### src/rtl/loader_pkg.sv
// Shared types for the boot image loader.
package loader_pkg;
    // Frame parser states.
    typedef enum logic [2:0] {
        LD_SYNC,
        LD_COUNT,
        LD_DATA,
        LD_DONE,
        LD_FAIL,
        LD_DIRECT
    } ld_state_t;
endpackage

### src/rtl/loader_frame_fsm.sv
// Frame parser: checks the marker, captures the word count and tracks completion.
// Assumes last_word pulses with the write strobe of the final word.
module loader_frame_fsm
    import loader_pkg::*;
#(
    parameter logic [7:0] SYNC_VALUE = 8'h55
) (
    input  logic       clk,
    input  logic       rst_n,
    input  logic       boot_strap,
    input  logic       rx_valid,
    input  logic [7:0] rx_byte,
    input  logic       last_word,
    output ld_state_t  state_o,
    output logic [7:0] count_o
);
    ld_state_t  state_q;
    logic [7:0] count_q;

    // State register; the strap picks the start state while reset is held.
    always_ff @(posedge clk) begin
        if (!rst_n) begin
            state_q <= boot_strap ? LD_SYNC : LD_DIRECT;
            count_q <= '0;
        end else begin
            case (state_q)
                LD_SYNC:
                    if (rx_valid)
                        state_q <= (rx_byte == SYNC_VALUE) ? LD_COUNT : LD_FAIL;
                LD_COUNT:
                    if (rx_valid) begin
                        count_q <= rx_byte;
                        state_q <= (rx_byte == 8'd0) ? LD_DONE : LD_DATA;
                    end
                LD_DATA:
                    if (last_word)
                        state_q <= LD_DONE;
                default:
                    state_q <= state_q;
            endcase
        end
    end

    assign state_o = state_q;
    assign count_o = count_q;
endmodule

### src/rtl/loader_word_pack.sv
// Word assembler: shifts bytes in, least significant first, and pulses word_rdy
// for one cycle once the last byte of a word is in place.
// Assumes WORD_W is a multiple of 8.
module loader_word_pack #(
    parameter int WORD_W = 32
) (
    input  logic              clk,
    input  logic              rst_n,
    input  logic              take,
    input  logic [7:0]        byte_in,
    output logic              word_rdy,
    output logic [WORD_W-1:0] word
);
    localparam int NBYTES = WORD_W / 8;
    localparam int LANE_W = (NBYTES > 1) ? $clog2(NBYTES) : 1;
    localparam logic [LANE_W-1:0] LAST_LANE = LANE_W'(NBYTES - 1);

    logic [LANE_W-1:0] lane_q;
    logic [WORD_W-1:0] shreg_q;
    logic              rdy_q;

    // Shift register, lane counter and completion pulse.
    always_ff @(posedge clk) begin
        if (!rst_n) begin
            lane_q  <= '0;
            shreg_q <= '0;
            rdy_q   <= 1'b0;
        end else begin
            rdy_q <= take && (lane_q == LAST_LANE);
            if (take) begin
                shreg_q <= {byte_in, shreg_q[WORD_W-1:8]};
                lane_q  <= (lane_q == LAST_LANE) ? '0 : lane_q + 1'b1;
            end
        end
    end

    assign word_rdy = rdy_q;
    assign word     = shreg_q;
endmodule

### src/rtl/loader_wr_port.sv
// Memory write port: turns each completed word into a one-cycle write at the
// next word index and flags the final word.
// Assumes ADDR_W >= 8, so a count of 255 fits.
module loader_wr_port #(
    parameter int ADDR_W = 8,
    parameter int WORD_W = 32
) (
    input  logic              clk,
    input  logic              rst_n,
    input  logic              word_rdy,
    input  logic [WORD_W-1:0] word,
    input  logic [7:0]        count,
    output logic              mem_we,
    output logic [ADDR_W-1:0] mem_addr,
    output logic [WORD_W-1:0] mem_wdata,
    output logic              last_word
);
    logic [ADDR_W-1:0] widx_q;
    logic [ADDR_W-1:0] last_idx;

    // Word index, advanced by each write.
    always_ff @(posedge clk) begin
        if (!rst_n)
            widx_q <= '0;
        else if (word_rdy)
            widx_q <= widx_q + 1'b1;
    end

    // Index of the final word of the frame.
    always_comb begin
        last_idx = ADDR_W'(count - 8'd1);
    end

    assign mem_we    = word_rdy;
    assign mem_addr  = widx_q;
    assign mem_wdata = word;
    assign last_word = word_rdy && (widx_q == last_idx);
endmodule

### src/rtl/prog_loader.sv
// Boot image loader top: parses the marker/count/word stream, writes the words
// to instruction memory and releases the processor when loading completes.
// Assumes rx_valid is a one-cycle strobe per byte from an external receiver.
module prog_loader
    import loader_pkg::*;
#(
    parameter int         ADDR_W     = 8,
    parameter logic [7:0] SYNC_VALUE = 8'h55
) (
    input  logic              clk,
    input  logic              rst_n,
    input  logic              boot_strap,
    input  logic              rx_valid,
    input  logic [7:0]        rx_byte,
    output logic              mem_we,
    output logic [ADDR_W-1:0] mem_addr,
    output logic [31:0]       mem_wdata,
    output logic              load_done,
    output logic              load_error,
    output logic              core_run
);
    localparam int WORD_W = 32;

    ld_state_t         state;
    logic [7:0]        count;
    logic              last_word;
    logic              take;
    logic              word_rdy;
    logic [WORD_W-1:0] word;

    loader_frame_fsm #(.SYNC_VALUE(SYNC_VALUE)) u_fsm (
        .clk       (clk),
        .rst_n     (rst_n),
        .boot_strap(boot_strap),
        .rx_valid  (rx_valid),
        .rx_byte   (rx_byte),
        .last_word (last_word),
        .state_o   (state),
        .count_o   (count)
    );

    // Payload bytes are taken only while the frame is in its data phase.
    assign take = rx_valid && (state == LD_DATA);

    loader_word_pack #(.WORD_W(WORD_W)) u_pack (
        .clk     (clk),
        .rst_n   (rst_n),
        .take    (take),
        .byte_in (rx_byte),
        .word_rdy(word_rdy),
        .word    (word)
    );

    loader_wr_port #(.ADDR_W(ADDR_W), .WORD_W(WORD_W)) u_wr (
        .clk      (clk),
        .rst_n    (rst_n),
        .word_rdy (word_rdy),
        .word     (word),
        .count    (count),
        .mem_we   (mem_we),
        .mem_addr (mem_addr),
        .mem_wdata(mem_wdata),
        .last_word(last_word)
    );

    assign load_done  = (state == LD_DONE);
    assign load_error = (state == LD_FAIL);
    assign core_run   = (state == LD_DONE) || (state == LD_DIRECT);
endmodule

### config.mk
export PLATFORM = sky130hd
export DESIGN_NAME = prog_loader
export DESIGN_NICKNAME = d
export VERILOG_FILES = /design/src/rtl/loader_pkg.sv /design/src/rtl/loader_frame_fsm.sv /design/src/rtl/loader_word_pack.sv /design/src/rtl/loader_wr_port.sv /design/src/rtl/prog_loader.sv
export SDC_FILE = /design/constraint.sdc
export NUM_CORES = 1
export LEC_CHECK = 0
export CAP_MARGIN = 20
export CORE_MARGIN = 2
export CORE_UTILIZATION = 40
export DETAILED_ROUTE_END_ITERATION = 8
export GPL_ROUTABILITY_DRIVEN = 0
export PLACE_DENSITY = 0.76
export SLEW_MARGIN = 20
export SYNTH_ARGS = -nofsm -noshare
export SYNTH_HDL_FRONTEND = slang
export SYNTH_SLANG_ARGS = --single-unit
### constraint.sdc
create_clock -name clk -period 2.6 [get_ports clk]
set_input_delay 0.52 -clock clk [delete_from_list [all_inputs] [get_ports clk]]
set_output_delay 0.52 -clock clk [all_outputs]
set_load 0.1 [all_outputs]
# After elaboration in Yosys (flattened, before gate mapping)
# Index checks and enable logic that the tools add are counted.
dict set report op_classes {
  n_mux 9
  addsub 3
  eq_ne 12
  reduce_logical 8
}
# cell n
set ops {}
lappend ops {{3-bit two-way mux} 6}
lappend ops {{3-bit inequality test, second input constant} 3}
lappend ops {{3-bit one-hot mux with 3 select lines} 1}
lappend ops {{8-bit by 1-bit adder with 8-bit output, second input constant} 1}
lappend ops {{8-bit by 7-bit equality test with 1-bit output, second input constant} 1}
lappend ops {{8-bit equality test} 1}
lappend ops {{8-bit zero test} 1}
lappend ops {{8-bit by 1-bit subtractor with 8-bit output, second input constant} 1}
lappend ops {{3-bit by 2-bit equality test with 1-bit output, second input constant} 2}
lappend ops {{3-bit equality test, second input constant} 2}
lappend ops {{4-bit by 1-bit inequality test with 1-bit output, second input constant} 1}
lappend ops {{4-bit AND reduction} 1}
lappend ops {{3-bit by 1-bit equality test with 1-bit output, second input constant} 1}
lappend ops {{1-bit logical AND} 3}
lappend ops {{3-bit zero test} 1}
lappend ops {{2-bit by 1-bit adder with 2-bit output, second input constant} 1}
lappend ops {{2-bit equality test, second input constant} 1}
lappend ops {{2-bit two-way mux} 1}
lappend ops {{2-bit AND reduction} 1}
lappend ops {{1-bit logical OR} 1}
lappend ops {{1-bit two-way mux} 1}
dict set report totals {
  out_inout_bits 44
  regBits 54
  elab_cells 38
  in_bits 12
}

# Logic depth before layout (Yosys ltp)
dict set report logic_depth {
  word_depth 6
  ltp_mapped 7
  mapped_depth_nobuf 6
}

# Cells and area by module
# From an unflattened synthesis, not the netlist that was laid out.
dict set report unflattened {
  cells_unflattened 272
  area_unflattened_um2 2775.2
}
# module seq_area_each_um2 cells_each area_per_inst_um2 instances
set modules_own_cells {}
lappend modules_own_cells {loader_word_pack 700.7 113 1358.8 1}
lappend modules_own_cells {loader_wr_port 160.2 109 853.3 1}
lappend modules_own_cells {loader_frame_fsm 250.2 45 520.5 1}
lappend modules_own_cells {prog_loader 0.0 5 42.5 1}

# Worst setup path before layout
# Ideal clock, no wire load.
dict set report synth_path {
  kind {register to output}
  startpoint {register u_fsm.state_q[1], in the netlist u_fsm.state_o[1]}
  endpoint {output load_error}
  path_slack_ns -0.622
  required_ns 2.080
  arrival_time_ns 2.702
  path_stages_with_launch 3
  path_buffers 1
  cell_sequence {edfxtp_1 > buf_2 > nor3b_1}
}
dict set report synth_via {
  elab_chain_len 1
}
# item line_no
set synth_lines {}
lappend synth_lines {{from (decl)} loader_frame_fsm.sv:17} ;# ld_state_t state_q;
lappend synth_lines {{from (signal assigned)} loader_frame_fsm.sv:23} ;# state_q <= boot_strap ? LD_SYNC : LD_DIRECT;
lappend synth_lines {{from (signal assigned)} loader_frame_fsm.sv:29} ;# state_q <= (rx_byte == SYNC_VALUE) ? LD_COUNT : LD_FAIL;
lappend synth_lines {{from (signal assigned)} loader_frame_fsm.sv:33} ;# state_q <= (rx_byte == 8'd0) ? LD_DONE : LD_DATA;
lappend synth_lines {{3-bit equality test} prog_loader.sv:67} ;# assign load_error = (state == LD_FAIL);
lappend synth_lines {{to (decl)} prog_loader.sv:19} ;# output logic load_error,
# No other way between the ends.

# Worst setup path after layout
dict set report layout_path {
  startpoint {input rx_valid}
  endpoint {register u_fsm.state_q[2], in the netlist u_fsm.state_o[2] (enable)}
}
dict set report layout_via {
  elab_chain_len 2
  word_cells_on_any_way 3
  classes_between {eq/ne (2); reduce/logical (1)}
}
# item line_no
set layout_lines {}
lappend layout_lines {{from (decl)} prog_loader.sv:13} ;# input logic rx_valid,
lappend layout_lines {{3-bit inequality test (no line)} --}
lappend layout_lines {{4-bit AND reduction (no line) *} --}
# Every way passes the cells marked *; elsewhere a longest branch is shown, timed or not.
# A chain may end at the register's enable or synchronous reset.

==> flow_summary.json <==
{
  "mappedNetlistNets": 288,
  "grt_overflow": 0,
  "timing.critical_path.cells": "clkdlybuf4s50_1 > or3b_2 > nand2_1 > a41oi_1 > a211oi_1",
  "drt_drc_violations_left": 0,
  "layout_common_cells": "sky130_fd_sc_hd__nand2_1, sky130_fd_sc_hd__dfxtp_1, sky130_fd_sc_hd__buf_4",
  "cp-start-kind": "input pin",
  "setup.worst_path.class": "input pin to flop",
  "largest_cells_by_area_after_synthesis": "sky130_fd_sc_hd__dfxtp_1, sky130_fd_sc_hd__nand2_1, sky130_fd_sc_hd__a21oi_1",
  "synth_top_area_share_pct": 44.40,
  "tritoncts.num_buffers": 5,
  "port_buffers": 55,
  "routed-via-count": 2028,
  "cts.hold.buffers_added": 0,
  "nNetsFinal": 339,
  "min_cycle_time_layout_ns": 2.191,
  "clock-root-buffer": "sky130_fd_sc_hd__clkbuf_8",
  "yosys_warnings": 0,
  "crit_slowest_cell": "sky130_fd_sc_hd__clkdlybuf4s50_1",
  "placement_rows": 27,
  "synth_sequential_area_ratio_pct": 48.31,
  "post-place-ws_ns": 0.08910,
  "num_antenna_cells": 0,
  "report.final.hold_viol_count": 0,
  "postLayoutSetupSlackWorst_ns": 0.4090,
  "grt_max_degree": 52,
  "required_ns": 2.55,
  "grt_usage_pct": 16.65,
  "first_global_vias": 1897,
  "cap_viol_max_count": 0,
  "layout_commonest_cell": "sky130_fd_sc_hd__nand2_1",
  "final-setup-viol-count": 0,
  "post_synthesis_instance_total": 273,
  "hold_path_class": "flop to flop",
  "hold_path_startpoint": "u_pack.word[1]",
  "synth_cell_types": 36,
  "final-max-slew-violation-count": 0,
  "postSynthAreaPerCell_um2": 8.424,
  "clk_pin_slew_worst_paths_ns": 0.09,
  "worst_ir_drop_vdd_uv": 257.1,
  "ys_dominant_reg_cell": "sky130_fd_sc_hd__dfxtp_1",
  "post_route_cell_area_um2": 2909,
  "register_area_um2": 1111,
  "cts_repair_resize_count": 0,
  "boundaryPins": 56,
  "timing.critical_path.fanout_max": 4,
  "finalPower_uw": 1560,
  "total_leakage_power_uw": 0.001128,
  "wire_length_of_the_first_global_routing_pass_um": 8569,
  "clk_path_buf_depth": 2,
  "initialDrtViolationCount": 133,
  "antenna_found_initial": 0,
  "die_width_um": 79.83,
  "worst_ep_arrival_time_ns": 2.14,
  "htree_levels": 2,
  "timing.rr.start": "u_fsm.count_o[0]",
  "dieArea_um2": 6372,
  "floorplan.die.height_um": 79.83,
  "synth_top_area_cell": "sky130_fd_sc_hd__dfxtp_1",
  "async_flop_share_pct": 0,
  "detail_route.wirelength_um": 5072,
  "period_share_pct": 84.27,
  "worstSetupStartpoint": "rx_valid",
  "number_of_fill_cells": 549,
  "coreArea_um2": 5540,
  "worst-slew-pin-transition_ns": 0.5376,
  "clock_insertion_delay_at_the_later_pin_of_the_skew_report_ns": 0.31,
  "post_synth_instance_area_um2": 2300,
  "cts.sink_count": 54,
  "power_density_nw_per_um2": 536.1,
  "fmaxAchievable_mhz": 456.4,
  "avgViaCountPerCell": 5.121,
  "synth_seq_cells": 54,
  "post_cts_buffers": 0,
  "antenna_violating_nets_post_route": 0,
  "run_status": "finished clean",
  "whs_ns": 0.4576,
  "hpwl_um": 3634,
  "start_util_pct": 41.51,
  "timing.critical_path.slowest_cell_delay_ns": 0.49,
  "skew_ns": 0.005173,
  "synth_edf_count": 3,
  "rsz0062_at_grt": "no",
  "worstSetupEndpointType": "flop",
  "drt-wirelength-per-cell_um": 12.81,
  "dpl-instance-area_um2": 2801,
  "drive_gt1_share_pct": 17.90,
  "worst_slew_margin_rel_pct": 63.83,
  "area.growth.synth_to_final_pct": 26.50,
  "multi_input_area_um2": 1107,
  "drt_first_pass_iters": 4,
  "cts_tree": "done",
  "tns_ns": 0
}
==> layout make-up <==
class,instances,share of cell area (%)
Clock buffer,5,2.366
Clock inverter,2,1.333
Inverter,6,0.7742
Multi-Input combinational cell,198,38.06
Sequential cell,54,38.19
Tap cell,72,3.097
Timing Repair Buffer,59,16.17
==> synthesized netlist by cell type (3+ instances only) <==
cell	number
sky130_fd_sc_hd__nand2_1	73
sky130_fd_sc_hd__dfxtp_1	51
sky130_fd_sc_hd__a21oi_1	37
sky130_fd_sc_hd__nor2_1	16
sky130_fd_sc_hd__xor2_1	10
sky130_fd_sc_hd__clkbuf_1	9
sky130_fd_sc_hd__mux2i_1	9
sky130_fd_sc_hd__buf_2	6
sky130_fd_sc_hd__inv_1	5
sky130_fd_sc_hd__o21ai_0	4
sky130_fd_sc_hd__or3_1	4
sky130_fd_sc_hd__xnor2_1	4
sky130_fd_sc_hd__a211oi_1	3
sky130_fd_sc_hd__edfxtp_1	3
sky130_fd_sc_hd__ha_1	3
sky130_fd_sc_hd__nand4_1	3
sky130_fd_sc_hd__nor3_1	3
sky130_fd_sc_hd__nor3b_1	3
sky130_fd_sc_hd__nor4_1	3
==> stage by stage <==
step / std cells / utilization (%)
floorplan: 273 / -
global placement: 389 / 50.56
detailed placement: 389 / 50.56
CTS: 396 / 52.51
global route: 396 / 52.51
finish: 396 / 52.51
==> state kept, by name (all words and copies together) (netlist names) <==
register	cells
u_fsm.state_o	3
u_pack.word_rdy	1
u_pack.word	32
u_pack.lane_q	2
u_wr.mem_addr	8
u_fsm.count_o	8
==> kinds of logic (layout without fill, tap and decap cells) <==
group                      Yosys count  in the layout  share of synthesized area [%]
and+or+nand+nor                    117            117                          22.96
AOI/OAI and AO/OA                   54             54                          13.11
DFF                                 54             54                          48.31
buffers and inverters               21             72                          3.754
xor gates and xnor gates            15             15                          6.311
muxes                                9              9                          3.917
adders and majority gates            3              3                          1.632
==> final timing paths <==
| path | cells after the start | end | slack, ns |
|---|---|---|---|
| setup / recovery | 5 | u_fsm.state_o[2] | 0.41 |
| hold / removal | 2 | u_pack.word[1] | 0.46 |
| setup reg to reg | 6 | u_fsm.state_o[2] | 0.48 |
| hold reg to reg | 2 | u_pack.word[1] | 0.46 |
==> report_power, final <==
group | internal (uW) | switching (uW) | leakage (uW) | total, uW
Combinational | 52.6 | 101 | 0.000635 | 154
Clock | 283 | 264 | 0.0000542 | 548
Sequential | 845 | 13.1 | 0.000439 | 858
==> metal layers <==
layer / routed length, um / global-route usage, % / vias to the layer above
met5: 0 / 0 / -
met4: 77 / 5.254 / 0
met3: 218 / 3.620 / 7
met2: 2439 / 27.06 / 44
met1: 2336 / 22.11 / 952
li1: - / - / 1025
==> worst max-delay path: cells and delay by family <==
kind                   cells  cell delay [ns]
buffers and inverters      1             0.49
AND/OR/NAND/NOR            2             0.58
AO/OA/AOI/OAI              2             0.55
No activity file was read; power rests on OpenSTA's default activity.
